==> config.mk <==
export PLATFORM = sky130hd
export DESIGN_NAME = uart_parity_link
export DESIGN_NICKNAME = d
export VERILOG_FILES = /design/src/rtl/uart_par_pkg.sv /design/src/rtl/uart_os_tick.sv /design/src/rtl/uart_par_tx.sv /design/src/rtl/uart_par_rx.sv /design/src/rtl/uart_parity_link.sv
export SDC_FILE = /design/constraint.sdc
export NUM_CORES = 1
export LEC_CHECK = 0
export ABC_AREA = 1
export BUFFER_PORTS_ARGS = -buffer_cell sky130_fd_sc_hd__buf_2
export CORE_UTILIZATION = 50
export CTS_BUF_LIST = sky130_fd_sc_hd__clkbuf_8
export DETAILED_ROUTE_END_ITERATION = 8
export PLACE_DENSITY = 0.78
export SYNTH_ARGS = -nofsm -noshare
export SYNTH_HDL_FRONTEND = slang
export SYNTH_SLANG_ARGS = --single-unit
==> constraint.sdc <==
create_clock -name clk -period 1.7 [get_ports clk]
set_input_delay 0.34 -clock clk [delete_from_list [all_inputs] [get_ports clk]]
set_output_delay 0.34 -clock clk [all_outputs]
set_load 0.01 [all_outputs]
==> src/rtl/uart_par_pkg.sv <==
package uart_par_pkg;

    localparam int OSR = 16;

    localparam logic [1:0] PR_EVEN  = 2'b00;
    localparam logic [1:0] PR_ODD   = 2'b01;
    localparam logic [1:0] PR_SPACE = 2'b10;

    typedef enum logic [2:0] {
        TX_IDLE, TX_START, TX_DATA, TX_PAR, TX_STOP
    } tx_st_e;

    typedef enum logic [2:0] {
        RX_IDLE, RX_CHECK, RX_DATA, RX_PAR, RX_STOP
    } rx_st_e;

    // Parity slot is present unless the top mode bit is set.
    function automatic logic par_used(input logic [2:0] m);
        return ~m[2];
    endfunction

    // Parity bit owed for a character under rule m (data zero-extended).
    function automatic logic par_value(input logic [2:0] m, input logic [31:0] d);
        case (m[1:0])
            PR_EVEN:  return ^d;
            PR_ODD:   return ~(^d);
            PR_SPACE: return 1'b0;
            default:  return 1'b1;
        endcase
    endfunction

endpackage

==> src/rtl/uart_os_tick.sv <==
module uart_os_tick #(
    parameter int DIV = 4
) (
    input  logic clk,
    input  logic rst_n,
    output logic tick_o
);
    generate
        if (DIV <= 1) begin : g_every
            assign tick_o = 1'b1;
        end else begin : g_div
            localparam int CW = $clog2(DIV);

            typedef struct packed {
                logic [CW-1:0] cnt;
                logic          tick;
            } tk_t;

            tk_t q, d;

            always_comb begin
                d = q;
                if (q.cnt == CW'(DIV - 1)) begin
                    d.cnt  = '0;
                    d.tick = 1'b1;
                end else begin
                    d.cnt  = q.cnt + 1'b1;
                    d.tick = 1'b0;
                end
            end

            always_ff @(posedge clk or negedge rst_n) begin
                if (!rst_n) q <= '0;
                else        q <= d;
            end

            assign tick_o = q.tick;
        end
    endgenerate
endmodule

==> src/rtl/uart_par_tx.sv <==
module uart_par_tx
    import uart_par_pkg::*;
#(
    parameter int DATA_W        = 8,
    parameter int CLKS_PER_TICK = 4
) (
    input  logic              clk,
    input  logic              rst_n,
    input  logic [2:0]        mode_i,
    input  logic [DATA_W-1:0] data_i,
    input  logic              valid_i,
    output logic              tx_o,
    output logic              busy_o
);
    localparam int BIT_CLKS = OSR * CLKS_PER_TICK;
    localparam int CNT_W    = $clog2(BIT_CLKS);
    localparam int IDX_W    = $clog2(DATA_W);

    typedef struct packed {
        tx_st_e            st;
        logic [CNT_W-1:0]  cnt;
        logic [IDX_W-1:0]  idx;
        logic [DATA_W-1:0] sh;
        logic              use_par;
        logic              par;
        logic              line;
    } tx_reg_t;

    tx_reg_t q, d;

    always_comb begin
        d = q;
        if (q.st == TX_IDLE) begin
            d.line = 1'b1;
            if (valid_i) begin
                d.st      = TX_START;
                d.cnt     = '0;
                d.sh      = data_i;
                d.use_par = par_used(mode_i);
                d.par     = par_value(mode_i, 32'(data_i));
                d.line    = 1'b0;
            end
        end else if (q.cnt == CNT_W'(BIT_CLKS - 1)) begin
            d.cnt = '0;
            case (q.st)
                TX_START: begin
                    d.st   = TX_DATA;
                    d.idx  = '0;
                    d.line = q.sh[0];
                end
                TX_DATA: begin
                    if (q.idx == IDX_W'(DATA_W - 1)) begin
                        if (q.use_par) begin
                            d.st   = TX_PAR;
                            d.line = q.par;
                        end else begin
                            d.st   = TX_STOP;
                            d.line = 1'b1;
                        end
                    end else begin
                        d.idx  = q.idx + 1'b1;
                        d.sh   = q.sh >> 1;
                        d.line = q.sh[1];
                    end
                end
                TX_PAR: begin
                    d.st   = TX_STOP;
                    d.line = 1'b1;
                end
                default: begin
                    d.st   = TX_IDLE;
                    d.line = 1'b1;
                end
            endcase
        end else begin
            d.cnt = q.cnt + 1'b1;
        end
    end

    always_ff @(posedge clk or negedge rst_n) begin
        if (!rst_n) begin
            q      <= '0;
            q.st   <= TX_IDLE;
            q.line <= 1'b1;
        end else begin
            q <= d;
        end
    end

    assign tx_o   = q.line;
    assign busy_o = (q.st != TX_IDLE);
endmodule

==> src/rtl/uart_par_rx.sv <==
module uart_par_rx
    import uart_par_pkg::*;
#(
    parameter int DATA_W = 8
) (
    input  logic              clk,
    input  logic              rst_n,
    input  logic              tick_i,
    input  logic [2:0]        mode_i,
    input  logic              rx_i,
    output logic [DATA_W-1:0] data_o,
    output logic              valid_o,
    output logic              err_o
);
    localparam int TK_W  = $clog2(OSR);
    localparam int IDX_W = $clog2(DATA_W);
    localparam logic [TK_W-1:0] MID  = TK_W'(OSR / 2 - 1);
    localparam logic [TK_W-1:0] LAST = TK_W'(OSR - 1);

    typedef struct packed {
        rx_st_e            st;
        logic [1:0]        sync;
        logic [TK_W-1:0]   cnt;
        logic [IDX_W-1:0]  idx;
        logic [DATA_W-1:0] sh;
        logic [2:0]        mode;
        logic              perr;
        logic [DATA_W-1:0] data;
        logic              valid;
        logic              err;
    } rx_reg_t;

    rx_reg_t q, d;
    logic    line;

    assign line = q.sync[1];

    always_comb begin
        d       = q;
        d.sync  = {q.sync[0], rx_i};
        d.valid = 1'b0;
        d.err   = 1'b0;
        if (tick_i) begin
            case (q.st)
                RX_IDLE: begin
                    if (!line) begin
                        d.st  = RX_CHECK;
                        d.cnt = '0;
                    end
                end
                RX_CHECK: begin
                    if (q.cnt == MID) begin
                        d.cnt = '0;
                        if (!line) begin
                            d.st   = RX_DATA;
                            d.idx  = '0;
                            d.mode = mode_i;
                            d.perr = 1'b0;
                        end else begin
                            d.st = RX_IDLE;
                        end
                    end else begin
                        d.cnt = q.cnt + 1'b1;
                    end
                end
                RX_DATA: begin
                    if (q.cnt == LAST) begin
                        d.cnt = '0;
                        d.sh  = {line, q.sh[DATA_W-1:1]};
                        if (q.idx == IDX_W'(DATA_W - 1))
                            d.st = par_used(q.mode) ? RX_PAR : RX_STOP;
                        else
                            d.idx = q.idx + 1'b1;
                    end else begin
                        d.cnt = q.cnt + 1'b1;
                    end
                end
                RX_PAR: begin
                    if (q.cnt == LAST) begin
                        d.cnt  = '0;
                        d.perr = (line != par_value(q.mode, 32'(q.sh)));
                        d.st   = RX_STOP;
                    end else begin
                        d.cnt = q.cnt + 1'b1;
                    end
                end
                default: begin
                    if (q.cnt == LAST) begin
                        d.cnt   = '0;
                        d.data  = q.sh;
                        d.valid = 1'b1;
                        d.err   = q.perr;
                        d.st    = RX_IDLE;
                    end else begin
                        d.cnt = q.cnt + 1'b1;
                    end
                end
            endcase
        end
    end

    always_ff @(posedge clk or negedge rst_n) begin
        if (!rst_n) begin
            q      <= '0;
            q.st   <= RX_IDLE;
            q.sync <= 2'b11;
        end else begin
            q <= d;
        end
    end

    assign data_o  = q.data;
    assign valid_o = q.valid;
    assign err_o   = q.err;
endmodule

==> src/rtl/uart_parity_link.sv <==
module uart_parity_link
    import uart_par_pkg::*;
#(
    parameter int DATA_W        = 8,
    parameter int CLKS_PER_TICK = 4
) (
    input  logic              clk,
    input  logic              rst_n,
    input  logic [2:0]        mode_i,
    input  logic [DATA_W-1:0] tx_data_i,
    input  logic              tx_valid_i,
    output logic              tx_busy_o,
    output logic              tx_o,
    input  logic              rx_i,
    output logic [DATA_W-1:0] rx_data_o,
    output logic              rx_valid_o,
    output logic              rx_par_err_o,
    output logic              stat_par_err_o,
    input  logic              cmd_rst_stat_i
);
    logic tick;
    logic stat_d, stat_q;

    uart_os_tick #(.DIV(CLKS_PER_TICK)) u_tick (
        .clk    (clk),
        .rst_n  (rst_n),
        .tick_o (tick)
    );

    uart_par_tx #(.DATA_W(DATA_W), .CLKS_PER_TICK(CLKS_PER_TICK)) u_tx (
        .clk     (clk),
        .rst_n   (rst_n),
        .mode_i  (mode_i),
        .data_i  (tx_data_i),
        .valid_i (tx_valid_i),
        .tx_o    (tx_o),
        .busy_o  (tx_busy_o)
    );

    uart_par_rx #(.DATA_W(DATA_W)) u_rx (
        .clk     (clk),
        .rst_n   (rst_n),
        .tick_i  (tick),
        .mode_i  (mode_i),
        .rx_i    (rx_i),
        .data_o  (rx_data_o),
        .valid_o (rx_valid_o),
        .err_o   (rx_par_err_o)
    );

    // Sticky flag: a fresh error outranks the clear command.
    always_comb begin
        stat_d = stat_q;
        if (rx_valid_o && rx_par_err_o) stat_d = 1'b1;
        else if (cmd_rst_stat_i)        stat_d = 1'b0;
    end

    always_ff @(posedge clk or negedge rst_n) begin
        if (!rst_n) stat_q <= 1'b0;
        else        stat_q <= stat_d;
    end

    assign stat_par_err_o = stat_q;
endmodule

# Word level (Yosys, flattened, before mapping)
# Index checks and enable logic that the tools add are counted.
[op_classes]
add_sub_neg = 5
mux = 51
eq_ne = 28
bitwise_logic = 6
reduce_logical = 27
[ops]
columns = ["op", "n"]
rows = [
  ["32-bit parity", 2],
  ["3-bit 2-to-1 mux", 14],
  ["11-bit 2-to-1 mux", 3],
  ["8-bit 2-to-1 mux", 3],
  ["4-bit 2-to-1 mux", 5],
  ["9-bit 2-to-1 mux", 2],
  ["3-bit by 2-bit equality test with 1-bit output (second input constant)", 4],
  ["3-bit case mux with 2 select lines", 2],
  ["3-bit case mux with 4 select lines", 1],
  ["4-bit AND reduction", 3],
  ["2-bit nonzero test", 6],
  ["1-bit 2-to-1 mux", 10],
  ["2-bit by 1-bit != test with 1-bit output (second input constant)", 5],
  ["2-bit != test (second input constant)", 5],
  ["3-bit case mux with 3 select lines", 1],
  ["3-bit AND reduction", 3],
  ["2-bit 2-to-1 mux", 4],
  ["4-bit case mux with 2 select lines", 1],
  ["7-bit AND reduction", 1],
  ["3-bit by 1-bit adder with 3-bit output (second input constant)", 2],
  ["6-bit by 1-bit adder with 6-bit output (second input constant)", 1],
  ["2-bit equality test (second input constant)", 3],
  ["3-bit by 1-bit equality test with 1-bit output (second input constant)", 2],
  ["3-bit equality test (second input constant)", 2],
  ["other kinds (20)", 32],
]
[totals]
inputBits = 16
elab_cells = 137
register_bits = 61
out_inout_bits = 13

# Depth between registers and ports, before layout
# Gate-level depths: netlist of run 1.
[depth]
depth_word = 9
mapped_depth = 12
mapped_depth_nobuf = 11

# By module
# A second synthesis of run 1 with hierarchy kept.
[unflattened]
cells_unflattened = 425
area_unflattened_um2 = 3407.0
[modules_own_cells]
columns = ["module", "n_inst", "area_per_inst_um2", "cells_each", "seq_area_each_um2"]
rows = [
  ["uart_par_rx", 1, 1752.9, 218, 853.3],
  ["uart_par_tx", 1, 1522.7, 197, 576.8],
  ["uart_os_tick", 1, 91.3, 5, 75.1],
  ["uart_parity_link", 1, 40.0, 5, 25.0],
]

# Worst setup path before layout of run 1
# OpenSTA, ideal clock, no wires.
[synth_timing]
kind = "flip-flop to flip-flop"
startpoint = "register u_tx.q[14] (netlist name)"
endpoint = "register u_tx.q[8] (netlist name)"
stages_incl_launch_ff = 12
path_buffers = 1
required_time_ps = 1582
synth_period_minus_slack_ps = 1489
setup_ps = 118
path_slack_ps = 211
arrival_time_ps = 1371
path_cell_list = "dfrtp_1 -> ha_1 -> nand3_2 -> nor2_2 -> nand2_2 -> nand2_4 -> nand2_4 -> inv_4 -> nand3_4 -> buf_12 -> nor2_2 -> a21oi_2"
[synth_between]
elab_chain_len = 3
[synth_rtl]
columns = ["item", "line", "rtl"]
rows = [
  ["from (decl)", "uart_par_tx.sv:29", "tx_reg_t q, d;"],
  ["6-bit equality test", "uart_par_tx.sv:43", "end else if (q.cnt == CNT_W'(BIT_CLKS - 1)) begin"],
  ["2-bit nonzero test (no source line)", "n/a", ""],
  ["4-bit AND reduction (no source line)", "n/a", ""],
]
# Every way passes these cells.
# A chain may end at the register's enable or synchronous reset.

# Worst setup path after layout of run 1
[layout_timing]
startpoint = "register u_tx.q[15] (netlist name)"
endpoint = "register u_tx.q[8] (netlist name)"
# The elaborated chain is that of the path after synthesis.

==> results.json, run 1 <==
{
  "status": "complete, no violations",
  "ant_nets": 0,
  "synth.distinct_cells": 35,
  "place_hpwl_um": 4570,
  "gr-usage-all-layers_pct": 19.3,
  "critPathLaunch": "u_tx.q[15]$_DFFE_PN0P_",
  "clk_pin_slew_worst_paths_ns": 0.06,
  "wirelength_um": 6210,
  "max-slew-margin-rel_pct": 68.3,
  "power.total_w": 0.00517,
  "preCtsSetupSlack_ns": 0.0365,
  "synth-simple-area-share_pct": 25.6,
  "r2r-start": "u_tx.q[15]$_DFFE_PN0P_",
  "fillers": 552,
  "overflow": 0,
  "min_period_ns": 1.63,
  "numCtsBuffers": 9,
  "cts_tree": "built",
  "die_area_mm2": 0.00692,
  "synth_xor_area_share_pct": 3.19,
  "port_buffers": 28,
  "ys_ff_latch": 61,
  "maxSlewViolCount": 0,
  "hp-class": "in -> reg",
  "nets": 465,
  "syn_inst": 408,
  "synthesis.area_mm2": 0.00330,
  "dr_total_vias": 2673,
  "synth_top_family_by_area": "simple AND/OR/NAND/NOR gates",
  "ff2ff_path_depth": 10,
  "clockBufferDepth": 2,
  "hold_depth": 1,
  "synthAdderAreaFrac_pct": 2.66,
  "cp-end-kind": "flip-flop",
  "drtPass1Iterations": 4,
  "grt_max_degree": 28,
  "max_cap_violations": 0,
  "synthMuxAreaShare_pct": 0.342,
  "post_drt_wl_per_cell_um": 11.9,
  "cp_max_fo": 8,
  "coreArea_mm2": 0.00635,
  "cts-htree-levels": 3,
  "drive_gt1_share_pct": 20.6,
  "cp.required_ns": 1.92,
  "synthToLayoutAreaGrowth_pct": 13.9,
  "setup_viol": 0,
  "critPathArrivalTime_ns": 1.85,
  "synthesis.nets": 431,
  "start_util_pct": 51.9,
  "worst_slack_ns": 0.0719,
  "route.detailed.drc": 0,
  "worstHoldStart": "rx_i",
  "antenna_found_initial": 0,
  "synth_compound_area_share_pct": 11.3,
  "ys.warnings.count": 0,
  "start_kind": "flip-flop",
  "cts.sinks": 61,
  "rows": 29,
  "n_antenna_cell": 0,
  "fin_crit_sh_pct": 95.8,
  "finalHoldViolCount": 0,
  "clock-root-buffer": "clkbuf_8",
  "boundaryPins": 29,
  "whs_ns": 0.0997,
  "post_synth.cell_area_avg_um2": 8.08,
  "die_y_um": 83.2,
  "grt_pass1_wl_um": 10600,
  "synth.yosys.seq_area_share_pct": 46.4,
  "critPathKind": "reg -> reg",
  "clk_latency_ns": 0.34,
  "skew_ns": 0.0110,
  "powerDensity_mw_per_mm2": 1380,
  "p_leak_nw": 1.91,
  "peakVddDrop_v": 0.000876,
  "fp.dieW_um": 83.2,
  "stdcell_count": 524,
  "grt_pass1_vias": 2566,
  "place_congestion": 0.860,
  "tightest_slew_ns": 0.476,
  "dpl.cell_count": 504,
  "max_freq_ghz": 0.614,
  "drt_iter0_drc": 148,
  "via_per_inst": 5.10
}
## path summary, 6_finish.rpt
check / to / slack, ns
hold reg to reg: u_rx.line$_DFF_PN1_ / 0.36
hold / removal: u_rx.d[30]$_DFF_PN1_ / 0.1
setup reg to reg: u_tx.q[8]$_DFFE_PN0P_ / 0.07
setup / recovery: u_tx.q[8]$_DFFE_PN0P_ / 0.07
min in group asynchronous: u_rx.q[15]$_DFFE_PN0P_ / 0.49
max in group asynchronous: u_rx.d[30]$_DFF_PN1_ / 0.67
## stage by stage
step | TNS (ns) | instance area [um2] | utilization (%)
3_5_place_dp | 0 | 3480 | 54.9
4_1_cts | 0 | 3660 | 57.6
6_report | 0 | 3750 | 59.1
3_3_place_gp | 0 | 3480 | 54.9
5_1_grt | -0.355 | 3750 | 59.1
2_1_floorplan | 0 | 3300 | -
## synthesized netlist by cell type
library cell | n | area [um2]
nand2_1 | 123 | 462
dfrtp_1 | 58 | 1450
inv_1 | 53 | 199
o21ai_0 | 37 | 185
nor2_1 | 26 | 97.6
nand3_1 | 11 | 55.1
nand4_1 | 10 | 62.6
o22ai_1 | 10 | 62.6
buf_4 | 8 | 60.1
ha_1 | 7 | 87.6
xnor2_1 | 7 | 61.3
a21oi_1 | 6 | 30.0
a21oi_2 | 6 | 52.6
xor2_1 | 5 | 43.8
buf_2 | 4 | 20.0
inv_4 | 4 | 25.0
nand2_4 | 4 | 45.0
dfstp_2 | 3 | 78.8
inv_2 | 3 | 11.3
nor2_2 | 3 | 18.8
nor3_1 | 3 | 15.0
nand2_2 | 2 | 12.5
nand3_2 | 2 | 20.0
nor2_4 | 2 | 22.5
a22o_1 | 1 | 8.76
a31oi_1 | 1 | 6.26
a32o_1 | 1 | 10.0
buf_12 | 1 | 20.0
buf_6 | 1 | 11.3
mux2_2 | 1 | 11.3
nand3_4 | 1 | 17.5
nor3_2 | 1 | 10.0
o211ai_1 | 1 | 7.51
o21ai_2 | 1 | 8.76
or2_1 | 1 | 6.26
## cells by family (layout without fill, tap and decap cells)
family	count (synthesis)	in the layout
adders and majority gates	7	7
muxes	1	1
AOI/OAI and AO/OA	64	64
and+or+nand+nor	189	190
xor gates and xnor gates	12	12
DFF	61	61
buffers and inverters	74	112
## sequential cells by signal, summed over array words and instances, names as in the netlist
register	flops
stat_par_err_o	1
u_rx.d	1
u_rx.data_o	8
u_rx.err_o	1
u_rx.line	1
u_rx.q	22
u_rx.valid_o	1
u_tick.g_div.q	2
u_tick.tick_o	1
u_tx.q	22
u_tx.tx_o	1
## worst max-delay path, cell delays in order, from the launching register on
cell	delay (ns)
dfrtp_1	0.41
ha_4	0.16
nand3_2	0.10
nor2_2	0.11
nand2_2	0.10
nand2_4	0.10
nand2_4	0.07
inv_4	0.08
nand3_4	0.18
nor2_4	0.16
a21oi_2	0.04
## metal layers
metal	share of wire (%)	track usage (%)	up-vias
li1	-	-	1363
met1	46	22.9	1239
met2	48	33.1	61
met3	3.8	3.68	10
met4	2.1	10.2	0
met5	0	0	-
## cell type report
cell class | instances | area (um2) | area share, %
Clock buffer | 10 | 138 | 3.67
Clock inverter | 6 | 25.0 | 0.666
Inverter | 60 | 235 | 6.26
Multi-Input combinational cell | 274 | 1500 | 40.0
Sequential cell | 61 | 1530 | 40.8
Tap cell | 77 | 96.3 | 2.57
Timing Repair Buffer | 36 | 228 | 6.06
## layout by cell type (no fill, tap or decap), types with 2 or more instances in the layout
cell type	count
nand2_1	121
dfrtp_1	58
inv_1	56
o21ai_0	37
buf_2	28
nor2_1	19
nand3_1	11
nand4_1	10
o22ai_1	10
clkbuf_8	10
nor2_4	8
xnor2_1	7
a21oi_1	6
a21oi_2	6
ha_1	6
xor2_1	5
buf_4	5
inv_4	4
inv_2	4
nand2_4	4
nand2_2	4
nor2_2	4
nor3_1	3
dfstp_2	3
nand3_2	2
nand3_4	2
clkinv_2	2
buf_12	2
## report_power, final
group | total [W] | switching [W] | internal (W)
registers | 0.00202 | 0.000246 | 0.00177
clock network | 0.00107 | 0.000528 | 0.000542
logic | 0.00208 | 0.00132 | 0.000762
total | 0.00517 | 0.00210 | 0.00307
## timing repair
item / CTS / global route
resized for setup: 0 / 19
setup endpoints to repair: 0 / 32
hold buffers: 1 / 0
hold endpoints to repair: 16 / 0
buffers inserted: 0 / 2
No activity file was read; power rests on OpenSTA's default activity.
==> inputs of run 2 (changes only) <==
--- a/config.mk
+++ b/config.mk
@@ -6,11 +6,11 @@
 export NUM_CORES = 1
 export LEC_CHECK = 0
 export ABC_AREA = 1
-export BUFFER_PORTS_ARGS = -buffer_cell sky130_fd_sc_hd__buf_2
 export CORE_UTILIZATION = 50
 export CTS_BUF_LIST = sky130_fd_sc_hd__clkbuf_8
 export DETAILED_ROUTE_END_ITERATION = 8
-export PLACE_DENSITY = 0.78
+export DONT_BUFFER_PORTS = 1
+export PLACE_DENSITY = 0.74
 export SYNTH_ARGS = -nofsm -noshare
 export SYNTH_HDL_FRONTEND = slang
 export SYNTH_SLANG_ARGS = --single-unit
==> run 2 against run 1 <==
  * The flow now finishes with violations (hold timing)
  * Register-to-register slack better by 0.04 ns
  * Die area did not move
  * Clock-buffer cell count is 3 higher
  * Clock skew fell by 0.0051 ns
  * Utilization decreased by 3.1 points
  * Combinational power down 12%
==> results.json, run 2 (synthesized netlist as in run 1, its figures left out) <==
{
  "worstSetupPathDepth": 10,
  "ant_nets": 0,
  "ff2ff_setup_slack_ns": 0.11,
  "ff2ff_path_depth": 10,
  "nets": 435,
  "overflow": 0,
  "n_antenna_cell": 0,
  "clkPwrFrac_pct": 24.2,
  "rows": 29,
  "cts.sinks": 61,
  "crit_family": "simple AND/OR/NAND/NOR gates",
  "path_buf_inv": 1,
  "status": "finished with violations",
  "route.detailed.drc": 0,
  "numCtsBuffers": 9,
  "peakVddDrop_v": 0.000961,
  "start_util_pct": 51.9,
  "grt_max_degree": 62,
  "maxSlewViolCount": 0,
  "layout_commonest_cell": "nand2_1",
  "sw_frac_of_total_pct": 37.9,
  "switching_power_w": 0.00192,
  "crit_top_cell": "nand2_4",
  "antenna_found_initial": 0,
  "synthToLayoutAreaGrowth_pct": 7.93,
  "die_area_mm2": 0.00692,
  "whs_ns": -0.298,
  "cp.required_ns": 1.92,
  "max_freq_ghz": 0.629,
  "finalHoldViolCount": 61,
  "drive_gt1_share_pct": 14.6,
  "tightest_slew_ns": 0.333,
  "max-slew-margin-rel_pct": 77.7,
  "skew_ns": 0.00596,
  "violations": "hold timing",
  "boundaryPins": 29,
  "place_congestion": 0.885,
  "die_y_um": 83.2,
  "p_comb_share_pct": 36.3,
  "drt_iter0_drc": 100,
  "ctsHoldBuffers": 1,
  "p_leak_nw": 1.76,
  "pwr-share-seq_pct": 39.4,
  "min_period_ns": 1.59,
  "cp_slowest_stage_delay_ns": 0.40,
  "critPathArrivalTime_ns": 1.81,
  "dpl.cell_count": 475,
  "critPathKind": "reg -> reg",
  "clockBufferDepth": 2,
  "hp-class": "in -> async",
  "clk_pin_slew_worst_paths_ns": 0.07,
  "final_cell_mix": "nand2_1 (122), dfrtp_1 (58), inv_1 (53)",
  "tns_ns": 0,
  "fin_crit_sh_pct": 93.5,
  "fp.dieW_um": 83.2,
  "grt_pass1_vias": 2331,
  "cp_max_fo": 8,
  "place_hpwl_um": 4040,
  "powerDensity_mw_per_mm2": 1420,
  "clk_latency_ns": 0.33,
  "stdcell_count": 494,
  "wirelength_um": 5660,
  "r2r-end": "u_tx.q[5]$_DFFE_PN0P_",
  "crit_chain": "ha_2, nand3_2, nor2_2, nand2_2, nand2_4, nand2_4, inv_4, nand3_4, nor2_1, a21oi_2",
  "grt_pass1_wl_um": 9910,
  "gr-usage-all-layers_pct": 17.8,
  "setup_viol": 0,
  "max_cap_violations": 0,
  "coreArea_mm2": 0.00635,
  "intPower_w": 0.00314,
  "cts-htree-levels": 3,
  "clock-root-buffer": "clkbuf_8",
  "critPathLaunch": "u_tx.q[14]$_DFFE_PN0P_",
  "r2r-start": "u_tx.q[14]$_DFFE_PN0P_",
  "dr_total_vias": 2519,
  "post_drt_wl_per_cell_um": 11.5,
  "crit_end": "u_tx.q[5]$_DFFE_PN0P_",
  "via_per_inst": 5.10,
  "crit_path_top_delay_cell": "dfrtp_1",
  "drtPass1Iterations": 4,
  "port_buffers": 0,
  "cts_tree": "built",
  "cp-end-kind": "flip-flop",
  "start_kind": "flip-flop"
}
-- run 2: cell count changes in the layout (fill, tap and decap cells not counted), sizes merged --
cell and delta:
inv -4, clkbuf +3, clkinvlp +1, buf -30
-- run 2: power groups by stage --
| stage | Sequential (W) | Clock [W] | Combinational, W |
|---|---|---|---|
| floorplan | 0.00196 | 0 | 0.00150 |
| global placement | 0.00200 | 0 | 0.00169 |
| detailed placement | 0.00201 | 0 | 0.00172 |
| CTS | 0.00199 | 0.00126 | 0.00173 |
| global route | 0.00204 | 0.00132 | 0.00209 |
| finish | 0.00199 | 0.00122 | 0.00184 |
-- run 2: metal layers --
metal | vias up | track usage (%) | routed length (um)
met5 | - | 0 | 0
li1 | 1299 | - | -
met2 | 53 | 27.2 | 2560
met4 | 0 | 10.3 | 110
met3 | 9 | 3.98 | 186
met1 | 1158 | 23.3 | 2810
-- run 2: worst register-to-register path, delay by kind of cell (launching register included) --
| family | cells | cell delay, ns |
|---|---|---|
| buffers and inverters | 1 | 0.08 |
| flip-flops | 1 | 0.40 |
| adder cells (fa/ha/maj) | 1 | 0.22 |
| AO/OA/AOI/OAI | 1 | 0.04 |
| AND/OR/NAND/NOR | 7 | 0.75 |
-- run 2: worst min-delay path by stage --
stage                     startpoint                         end  slack, ns  cells past startpoint
after floorplan                rst_n  stat_par_err_o$_DFFE_PN0P_       0.04                      0
after global placement         rst_n  u_rx.data_o[4]$_DFFE_PN0P_       0.05                      0
after detailed placement       rst_n  u_rx.data_o[4]$_DFFE_PN0P_       0.05                      0
after CTS                      rst_n      u_tx.q[18]$_DFFE_PN0P_      -0.32                      0
after global routing           rst_n  u_rx.data_o[3]$_DFFE_PN0P_      -0.32                      0
final                          rst_n       u_tx.q[4]$_DFFE_PN0P_      -0.30                      0
-- run 2: metrics by stage --
step	total power, W	util, %	setup WS [ns]	area, um2
finish	0.00505	56.0	0.110	3560
global route	0.00545	56.0	-0.0319	3560
CTS	0.00497	55.4	0.0302	3520
detailed placement	0.00373	52.2	0.0451	3310
global placement	0.00370	52.2	0.113	3310
floorplan	0.00346	-	0.211	3300
-- run 2: area by class of cell --
cell class	count	area, um2
sequential	61	1530
fill	566	2790
timing repair buffer	6	47.5
tap	77	96.3
clock inverter	3	17.5
clock buffer	13	179
multi-input combinational	274	1450
inverter	60	235
-- run 2: repair_timing --
action / 4_1_cts / 5_1_grt
hold endpoints to repair: 62 / 61
buffers inserted: 0 / 1
endpoints found under the setup margin: 0 / 18
resized for setup: 0 / 7
==> inputs of run 3 (changes only) <==
--- a/config.mk
+++ b/config.mk
@@ -6,6 +6,7 @@
 export NUM_CORES = 1
 export LEC_CHECK = 0
 export ABC_AREA = 1
+export CORE_ASPECT_RATIO = 0.5
 export CORE_UTILIZATION = 50
 export CTS_BUF_LIST = sky130_fd_sc_hd__clkbuf_8
 export DETAILED_ROUTE_END_ITERATION = 8
==> run 3 against run 2 <==
  * The run still ends with hold timing left
  * Die area rose by 0.29%
  * Largest power group unchanged
  * Design area rose by 1.0%
  * Clock-buffer cell count fell by 2
  * Combinational power barely moved
  * Critical path depth did not move
  * Non-clock buffer count fell by 1
  * Clock skew rose by 0.0021 ns
  * Via count fell by 1.4%
  * Final cell count rose by 2.0%
  * Utilization rose by 1.9 points
==> results.json, run 3 (synthesized netlist as in run 1, its figures left out) <==
{
  "post_drt_wl_per_cell_um": 11.5,
  "place_hpwl_um": 4110,
  "synthToLayoutAreaGrowth_pct": 9.03,
  "rsz0062_at_grt": "yes",
  "rows": 20,
  "drive_gt1_share_pct": 13.7,
  "power.total_w": 0.00525,
  "cp_slowest_stage_delay_ns": 0.39,
  "critPathArrivalTime_ns": 1.80,
  "cts_tree": "built",
  "clk_pin_slew_worst_paths_ns": 0.07,
  "violations": "hold timing",
  "max-slew-margin-rel_pct": 75.2,
  "boundaryPins": 29,
  "critPathKind": "reg -> reg",
  "max_freq_ghz": 0.634,
  "drt_iter0_drc": 147,
  "p_leak_nw": 1.79,
  "ctsHoldBuffers": 1,
  "min_period_ns": 1.58,
  "port_buffers": 0,
  "r2r-start": "u_tx.q[14]$_DFFE_PN0P_",
  "dr_total_vias": 2483,
  "path_buf_inv": 1,
  "post-cts-setup-buffers": 0,
  "hp-class": "in -> async",
  "whs_ns": -0.308,
  "crit_path_top_delay_cell": "dfrtp_1",
  "tightest_slew_ns": 0.370,
  "grt_max_degree": 62,
  "fin_crit_sh_pct": 92.7,
  "fillers": 560,
  "cp.required_ns": 1.92,
  "gr-usage-all-layers_pct": 19.2,
  "skew_ns": 0.00804,
  "crit_end": "u_tx.q[9]$_DFFE_PN0P_",
  "r2r-end": "u_tx.q[9]$_DFFE_PN0P_",
  "finalHoldViolCount": 61,
  "ff2ff_path_depth": 10,
  "place_congestion": 0.904,
  "crit_family": "simple AND/OR/NAND/NOR gates",
  "utilization_pct": 57.9,
  "cts-htree-levels": 3,
  "ff2ff_setup_slack_ns": 0.12,
  "coreArea_mm2": 0.00621,
  "cp_max_fo": 8,
  "design_area_mm2": 0.00359,
  "powerDensity_mw_per_mm2": 1460,
  "fp.dieW_um": 117,
  "setup_viol": 0,
  "maxSlewViolCount": 0,
  "crit_chain": "ha_2, nand3_2, nor2_2, nand2_2, nand2_4, nand2_4, inv_4, nand3_4, nor2_1, a21oi_2",
  "peakVddDrop_v": 0.000747,
  "start_util_pct": 53.1,
  "dpl_cell_area_mm2": 0.00333,
  "clk_latency_ns": 0.34,
  "nets": 434,
  "numCtsBuffers": 9,
  "start_kind": "flip-flop",
  "clock-root-buffer": "clkbuf_8",
  "cts.sinks": 61,
  "status": "finished with violations",
  "layout_commonest_cell": "nand2_1",
  "die_area_mm2": 0.00694,
  "clockBufferDepth": 2,
  "overflow": 0,
  "grt_pass1_vias": 2324,
  "n_antenna_cell": 0,
  "grt_pass1_wl_um": 10100,
  "max_cap_violations": 0,
  "crit_top_cell": "nand2_4",
  "via_per_inst": 4.93,
  "worstSetupPathDepth": 10,
  "critPathLaunch": "u_tx.q[14]$_DFFE_PN0P_",
  "wirelength_um": 5780,
  "ant_nets": 0,
  "cp-end-kind": "flip-flop",
  "final_cell_mix": "nand2_1 (122), dfrtp_1 (58), inv_1 (54)",
  "drtPass1Iterations": 4,
  "antenna_found_initial": 0,
  "die_y_um": 59.4,
  "route.detailed.drc": 0
}
## run 3: cell types whose count changed in the layout (fill, tap and decap cells not counted), moves of 2 or more
cell	change
clkbuf_8	-2
nor2_1	+2
bufinv_16	+2
nor2_2	-2
## run 3: what timing repair did
action / 4_1_cts / 5_1_grt
endpoints found under the hold margin: 62 / 61
setup endpoints to repair: 0 / 19
gates resized for setup: 0 / 6
## run 3: final cells by class
type / instances / area (um2) / share of cell area (%)
multi-input cells: 274 / 1450 / 40.4
clock buffers: 11 / 151 / 4.21
inverters: 60 / 235 / 6.54
flip-flops and latches: 61 / 1530 / 42.6
repair buffers: 5 / 40.0 / 1.11
well taps: 88 / 110 / 3.06
clock inverters: 5 / 73.8 / 2.05
## run 3: stage by stage
| step | std cells | TNS (ns) | setup slack (ns) | hold slack (ns) |
|---|---|---|---|---|
| after floorplan | 408 | 0 | 0.211 | 0.0444 |
| after global placement | 486 | 0 | 0.112 | 0.0453 |
| after detailed placement | 486 | 0 | 0.0498 | 0.0453 |
| after CTS | 503 | 0 | 0.0426 | -0.320 |
| after global routing | 504 | -0.0179 | -0.0101 | -0.331 |
| final | 504 | 0 | 0.123 | -0.308 |
## run 3: how the worst min path moves through the flow
stage	depth (start not counted)	to	slack [ns]	start
finish	0	u_tx.q[20]$_DFFE_PN0P_	-0.31	rst_n
global route	0	u_tx.q[4]$_DFFE_PN0P_	-0.33	rst_n
CTS	0	u_tx.q[5]$_DFFE_PN0P_	-0.32	rst_n
detailed placement	0	u_tx.q[10]$_DFFE_PN0P_	0.05	rst_n
global placement	0	u_tx.q[10]$_DFFE_PN0P_	0.05	rst_n
floorplan	0	stat_par_err_o$_DFFE_PN0P_	0.04	rst_n
## run 3: worst register-to-register path: cells and delay by family (launching register included)
| kind | cells | cell delay, ns |
|---|---|---|
| buffers and inverters | 1 | 0.08 |
| AO/OA/AOI/OAI | 1 | 0.04 |
| adder cells (fa/ha/maj) | 1 | 0.22 |
| AND/OR/NAND/NOR | 7 | 0.74 |
| flip-flops | 1 | 0.39 |
## run 3: routing by layer
layer | track usage [%] | vias up | routed length [um]
li1 | - | 1308 | -
met1 | 25.5 | 1117 | 2900
met2 | 29.2 | 48 | 2540
met3 | 6.65 | 10 | 243
met4 | 7.05 | 0 | 92
met5 | 0 | - | 0
## run 3: power by group
part	switching, W	total (W)	leakage (nW)	internal (W)
Combinational	0.00115	0.00181	0.881	0.000664
Sequential	0.000221	0.00199	0.785	0.00177
Clock	0.000549	0.00144	0.121	0.000895
